**src/rtl/pks_pkg.sv**
```systemverilog
// Shared types for the plucked-string synthesis engine.
// Assumes the mode code is {load, iter} as seen at a rising edge.
package pks_pkg;
    typedef enum logic [1:0] {
        MODE_IDLE = 2'b00,
        MODE_ITER = 2'b01,
        MODE_LOAD = 2'b10,
        MODE_SUM  = 2'b11
    } pks_mode_e;
endpackage

```
**src/rtl/pks_mode_ctrl.sv**
```systemverilog
// Mode controller: decodes the two mode inputs each cycle and keeps a
// registered record of the applied mode so ready can be driven from a flop.
// Assumes synchronous active-low reset; reset forces the idle mode.
module pks_mode_ctrl
    import pks_pkg::*;
(
    input  logic      clk,
    input  logic      rst_n,
    input  logic      load,
    input  logic      iter,
    output pks_mode_e mode,
    output logic      shift_en,
    output logic      wb_avg,
    output logic      ready
);
    pks_mode_e applied_q;

    // Decode the present mode and the datapath controls it implies.
    always_comb begin
        mode     = pks_mode_e'({load, iter});
        shift_en = (mode != MODE_IDLE);
        wb_avg   = (mode == MODE_ITER);
    end

    // Record the mode taken at this edge; reset returns to idle.
    always_ff @(posedge clk) begin
        if (!rst_n) applied_q <= MODE_IDLE;
        else        applied_q <= mode;
    end

    assign ready = (applied_q == MODE_IDLE);
endmodule

```
**src/rtl/pks_avg.sv**
```systemverilog
// Add-and-halve unit: floor of the mean of two unsigned samples.
// Assumes unsigned operands; one guard bit keeps the sum from wrapping.
module pks_avg #(
    parameter int DATA_W = 10
) (
    input  logic [DATA_W-1:0] a,
    input  logic [DATA_W-1:0] b,
    output logic [DATA_W-1:0] mean
);
    localparam int SUM_W = DATA_W + 1;
    logic [SUM_W-1:0] sum;

    // Widen, add, then drop the least significant bit.
    always_comb begin
        sum  = {1'b0, a} + {1'b0, b};
        mean = sum[SUM_W-1:1];
    end
endmodule

```
**src/rtl/pks_delay_line.sv**
```systemverilog
// Programmable-depth delay line. Stage 0 is the newest sample. The two
// oldest samples of the active depth are tapped through variable indices.
// Assumes depth = MAX_DEPTH + 1 - bypass; bypass 0 is clamped to MAX_DEPTH.
module pks_delay_line #(
    parameter int DATA_W    = 10,
    parameter int MAX_DEPTH = 128,
    parameter int BYP_W     = 7
) (
    input  logic              clk,
    input  logic              rst_n,
    input  logic              shift_en,
    input  logic [DATA_W-1:0] din,
    input  logic [BYP_W-1:0]  bypass,
    output logic [DATA_W-1:0] tap_old,
    output logic [DATA_W-1:0] tap_next
);
    localparam int IDX_W = $clog2(MAX_DEPTH);

    logic [DATA_W-1:0] stage_q [MAX_DEPTH];
    logic [IDX_W:0]    old_idx;
    logic [IDX_W:0]    next_idx;

    // Index of the oldest sample (depth-1), with the clamp for bypass 0.
    always_comb begin
        if (bypass == '0) old_idx = (IDX_W+1)'(MAX_DEPTH - 1);
        else              old_idx = (IDX_W+1)'(MAX_DEPTH) - (IDX_W+1)'(bypass);
        next_idx = old_idx - 1'b1;
    end

    // Head stage takes the write-back data when the line shifts.
    always_ff @(posedge clk) begin
        if (!rst_n)        stage_q[0] <= '0;
        else if (shift_en) stage_q[0] <= din;
    end

    // Remaining stages each take their predecessor.
    for (genvar s = 1; s < MAX_DEPTH; s++) begin : g_stage
        always_ff @(posedge clk) begin
            if (!rst_n)        stage_q[s] <= '0;
            else if (shift_en) stage_q[s] <= stage_q[s-1];
        end
    end

    assign tap_old  = stage_q[old_idx[IDX_W-1:0]];
    assign tap_next = stage_q[next_idx[IDX_W-1:0]];
endmodule

```
**src/rtl/pks_string_synth.sv**
```systemverilog
// Top of the plucked-string synthesis engine. Joins the mode controller,
// delay line and averaging unit, picks the write-back source and registers
// the output. Assumes synchronous active-low reset and one rising-edge clock.
module pks_string_synth
    import pks_pkg::*;
#(
    parameter int DATA_W    = 10,
    parameter int MAX_DEPTH = 128,
    parameter int BYP_W     = 7
) (
    input  logic              clk,
    input  logic              rst_n,
    input  logic              load,
    input  logic              iter,
    input  logic [BYP_W-1:0]  bypass,
    input  logic [DATA_W-1:0] sample_in,
    output logic [DATA_W-1:0] sample_out,
    output logic              ready
);
    pks_mode_e         mode;
    logic              shift_en;
    logic              wb_avg;
    logic [DATA_W-1:0] tap_old;
    logic [DATA_W-1:0] tap_next;
    logic [DATA_W-1:0] mean;
    logic [DATA_W-1:0] wb_data;

    pks_mode_ctrl u_ctrl (
        .clk      (clk),
        .rst_n    (rst_n),
        .load     (load),
        .iter     (iter),
        .mode     (mode),
        .shift_en (shift_en),
        .wb_avg   (wb_avg),
        .ready    (ready)
    );

    pks_avg #(.DATA_W(DATA_W)) u_avg (
        .a    (tap_old),
        .b    (tap_next),
        .mean (mean)
    );

    // Write-back source: the average when recirculating, else the input.
    always_comb wb_data = wb_avg ? mean : sample_in;

    pks_delay_line #(
        .DATA_W    (DATA_W),
        .MAX_DEPTH (MAX_DEPTH),
        .BYP_W     (BYP_W)
    ) u_line (
        .clk      (clk),
        .rst_n    (rst_n),
        .shift_en (shift_en),
        .din      (wb_data),
        .bypass   (bypass),
        .tap_old  (tap_old),
        .tap_next (tap_next)
    );

    // Output register: oldest sample in fill, average in recirculate and
    // blend, hold in idle.
    always_ff @(posedge clk) begin
        if (!rst_n) begin
            sample_out <= '0;
        end else begin
            case (mode)
                MODE_LOAD: sample_out <= tap_old;
                MODE_ITER,
                MODE_SUM:  sample_out <= mean;
                default:   sample_out <= sample_out;
            endcase
        end
    end
endmodule

```
**config.mk**
```make
export PLATFORM = sky130hd
export DESIGN_NAME = pks_string_synth
export DESIGN_NICKNAME = d
export VERILOG_FILES = /design/src/rtl/pks_pkg.sv /design/src/rtl/pks_mode_ctrl.sv /design/src/rtl/pks_avg.sv /design/src/rtl/pks_delay_line.sv /design/src/rtl/pks_string_synth.sv
export SDC_FILE = /design/constraint.sdc
export NUM_CORES = 2
export LEC_CHECK = 0
export CAP_MARGIN = 20
export CORE_AREA = 2 2 502 504
export CTS_BUF_LIST = sky130_fd_sc_hd__clkbuf_8
export DETAILED_ROUTE_END_ITERATION = 16
export DIE_AREA = 0 0 504 506
export GPL_ROUTABILITY_DRIVEN = 0
export PLACE_DENSITY = 0.45
export SLEW_MARGIN = 25
export SYNTH_ARGS = -nofsm -noshare
export SYNTH_HDL_FRONTEND = slang
export SYNTH_SLANG_ARGS = --single-unit
```
**constraint.sdc**
```tcl
create_clock -name clk -period 90.3 [get_ports clk]
set_clock_uncertainty 0.15 [all_clocks]
set_input_delay 13.545 -clock clk [delete_from_list [all_inputs] [get_ports clk]]
set_output_delay 13.545 -clock clk [all_outputs]
set_load 0.02 [all_outputs]
```
Word level (Yosys, flattened, before mapping)
Memory sizes are Yosys's and may differ from the RTL's.
Cells that the tools add are included.

storage, ports and cells
  register bits after elaboration = 12
  memory bits (writable) = 1280
  input bits = 21
  output and inout bits = 11
  word-level logic and storage cells = 277
  memories = 1

memories
  name            depth  width  rd ports  clocked after Yosys merged registers in  write ports  line                  text
  u_line.stage_q  128    10     129       0                                        128          pks_delay_line.sv:19  logic [DATA_W-1:0] stage_q [MAX_DEPTH];

operators by class
  add/subtract/negate cells = 3
  equality and inequality tests = 3
  mux-type cells = 135
  bitwise logic cells = 128
  reduce and logical (&&, ||, !) cells = 5

operators by type and width
  cell                   number
  $mux W10               129
  $or A1 B1 Y1           128
  $pmux W10 S2           1
  $add A10 B10 Y11       1
  $logic_not A7 Y1       1
  $mux W7                1
  $sub A1 B7 Y7 const A  1
  $sub A7 B1 Y7 const B  1
  $eq A2 B2 Y1 const B   2
  $mux W1                4
  $reduce_bool A2 Y1     2
  $eq A2 B1 Y1 const B   1
  $logic_not A2 Y1       1
  $reduce_or A2 Y1       1

Longest topological paths before layout
An unclocked memory read counts as a cell.

  word-level depth = 7
  depth in mapped cells = 39
  gate-level depth less buffers = 28

By module
A second synthesis with hierarchy kept.

unflattened totals
  cell total of the unflattened synthesis = 6675
  area total of the unflattened synthesis = 72031.6 um2

by module, submodules not included
  module            times used  cells an instance  area each (um2)
  pks_delay_line    1           6557               70873.0
  pks_string_synth  1           55                 655.6
  pks_avg           1           54                 415.4
  pks_mode_ctrl     1           9                  87.6

Worst setup path after synthesis
No wires, ideal clock.

  path kind = input port to flip-flop
  start point = input rst_n
  end point = memory u_line.stage_q[0][0] (enable)
  library setup time = 8.769 ns
  arrival = 34.440 ns
  data required time = 81.381 ns
  slack = 46.942 ns
  stages on the path = 2
  path through = clkbuf_1 nand2_1

RTL lines
  what                line                    text
  start: declaration  pks_string_synth.sv:12  input logic rst_n,
  end: declaration    pks_delay_line.sv:19

==> flow_metrics.tcl <==
set metrics [dict create \
    seqPwrFrac 0.487 \
    arrival_ns 22.12 \
    hold_ws_ns 0.359 \
    synth.most_common_cell "edfxtp_1" \
    track_usage 0.174 \
    fin_area_um2 79600 \
    clk_pin_slew_ns 0.06 \
    fmax_ghz 0.0465 \
    dpl.hpwl_mm 122 \
    clock_latency_ns 1.01 \
    htree_levels 4 \
    clkPwrFrac 0.347 \
    rsz0062_at_grt "false" \
    die_w_um 504 \
    route.vias.total 51710 \
    drv_cap 0 \
    synth-edff-count 1280 \
    synth.cells.most_frequent "1,280 x edfxtp_1, 1,274 x and2_1, 1,143 x nand2_1, 399 x clkbuf_1, 398 x nand3_1" \
    critPathRequiredTime_ns 90.89 \
    worst_slew_pin_slew_ns 1.04 \
    placed_cell_area_um2 75200 \
    drive_above_1_share 0.121 \
    netlist.top_cell.by_area "edfxtp_1" \
    min_from "sample_out[9]$_SDFFE_PN0P_" \
    cts_buffers 231 \
    cts_root_buffer "clkbuf_8" \
    final_util 0.318 \
    outcome "complete, no violations" \
    numPortBuffers 31 \
    rows 184 \
    cts-resized-gates 0 \
    grt_antenna_before_repair 11 \
    drt_iter0_drc 4832 \
    clockBufferDepth 3 \
    synth.distinct_cells 78 \
    yosysSeqAreaShare 0.538 \
    endpoint_kind "flop" \
    cts_hold_buf 0 \
    relSlewSlack 0.307 \
    post-route-min-period_ns 21.52 \
    r2r_start "u_line.stage_q[92][4]$_SDFFCE_PN0P_" \
    die_h_um 506 \
    ant_nets 0 \
    ys_warn_count 0 \
    routed_wl_mm 228 \
    power.internal_mw 1.04 \
    io_pins 32 \
    die_area_um2 255000 \
    cp_max_fo 135 \
    hp-class "reg -> reg" \
    synth_flop_cell "edfxtp_1" \
    post_drt_wl_per_cell_um 23.6 \
    setup-tns-final_ns 0 \
    critPathLaunch "bypass[1]" \
    cts.sink_count 1292 \
    peakVddDrop_mv 0.0145 \
    setup_violations 0 \
    power.density_nw_per_um2 18.9 \
    grt_pass1_vias 51215 \
    total_power_mw 1.51 \
    cp-start-kind "input pin" \
    overflow 0 \
    nets 6136 \
    slew_violations 0 \
    critical_path.max_stage_delay_ns 0.94 \
    yosys.area.top_type_share 0.534 \
    pwr-share-comb 0.166 \
    synth_nets 6341 \
    switching_share 0.308 \
    p_sw_mw 0.464 \
    grt_pass1_wl_mm 343 \
    synthTopCellsByArea "edfxtp_1 53%, and2_1 11%, mux4_2 9.7%" \
    cts_tree "yes" \
    path_class "in -> reg" \
    netlist_instances 6308 \
    grt_max_degree 280 \
    drt-vias-per-instance 5.36 \
    synth.ff_latch_count 1292 \
    coreArea_um2 250000 \
    power_leakage_nw 29.3 \
    syn_area_um2 71900 \
    ys_async_sr_fraction 0 \
    drcViolationCount 0 \
    finalCritPeriodShare 0.238 \
    hold_viol 0 \
    initial_utilization 0.288 \
    synth_area_per_cell_um2 11.4 \
    dr.pass1.iters 5 \
    cts_setup_buffers 0 \
    syn_to_final_growth_pct 10.6 \
    crit_slowest_cell "buf_4" \
]
power groups by stage:
stage          logic (mW)  clock network [mW]  registers, mW
5_1_grt             0.269               0.566          0.739
6_report            0.250               0.523          0.734
3_3_place_gp        0.250                   0          0.745
4_1_cts             0.251               0.542          0.733
3_5_place_dp        0.250                   0          0.745
2_1_floorplan       0.165                   0          0.760
final cells by class:
type                            count  area [um2]
Fill cell                       25474      170000
Sequential cell                  1292       38700
Multi-Input combinational cell   4416       30900
Tap cell                         3348        4190
Clock buffer                      237        3260
Timing Repair Buffer              145        1500
Clock inverter                    184         962
Inverter                           17        71.3
Antenna cell                        6        15.0
stage by stage:
| stage | worst slack (ns) | std cells |
|---|---|---|
| final | 68.78 | 9645 |
| after global routing | 68.38 | 9644 |
| after CTS | 68.87 | 9634 |
| after global placement | 67.72 | 9213 |
| after floorplan | 46.94 | 6308 |
| after detailed placement | 67.75 | 9213 |
sequential cells by signal, summed over array words and instances, names as in the netlist:
name              cells
u_ctrl.applied_q      2
u_line.stage_q     1280
sample_out           10
worst paths after layout:
kind,endpoint,slack (ns),cells after the start
setup reg to reg,u_line.stage_q[0][9]$_SDFFCE_PN0P_,85.27,20
hold / removal,sample_out[9]$_SDFFE_PN0P_,0.36,2
setup / recovery,u_line.stage_q[0][9]$_SDFFCE_PN0P_,68.78,28
hold reg to reg,sample_out[9]$_SDFFE_PN0P_,0.36,2
layout by cell type (no fill, tap or decap), drive strengths merged, types with 9 or more instances in the layout:
master,synthesis,routed
a211o,12,12
a211oi,202,202
a21oi,51,51
a311o,20,20
a311oi,214,214
a31o,14,14
a31oi,82,82
a32o,43,43
and2,1274,1274
and3,149,149
buf,183,116
clkbuf,400,237
clkdlybuf4s50,0,29
clkinv,3,100
dfxtp,12,12
edfxtp,1280,1280
ha,11,11
inv,14,97
mux2i,91,91
mux4,310,310
nand2,1143,1143
nand2b,9,9
nand3,398,398
nor2,103,103
nor2b,16,16
nor3,61,61
o211ai,24,24
o21ai,38,38
o31ai,20,20
or3,13,13
xnor2,9,9
critical path, delay by kind of cell:
kind	cells	cell delay (ns)
fa+ha+maj	3	1.39
simple gates	6	1.11
buf+inv	6	2.87
compound gates	11	2.50
mux	2	0.56
layer usage:
layer  global-route usage  up-vias  wire length [um]
met5                    0        -                13
met2                0.272     1723            104000
met4               0.0511        2              5910
li1                     -    22984                 -
met1                0.248    26624            104000
met3               0.0283      377             14200
kinds of logic (layout without fill, tap and decap cells):
logic type / count (synthesis) / after routing / share of synthesized area
buffers and inverters: 600 / 583 / 0.0352
and+or+nand+nor: 3192 / 3192 / 0.227
adders and majority gates: 12 / 12 / 0.00219
xor gates and xnor gates: 13 / 13 / 0.00169
DFF: 1292 / 1292 / 0.538
AOI/OAI and AO/OA: 791 / 791 / 0.0859
muxes: 408 / 408 / 0.111
other: 0 / 6 / 0
Power figures use the tool's default switching activity.
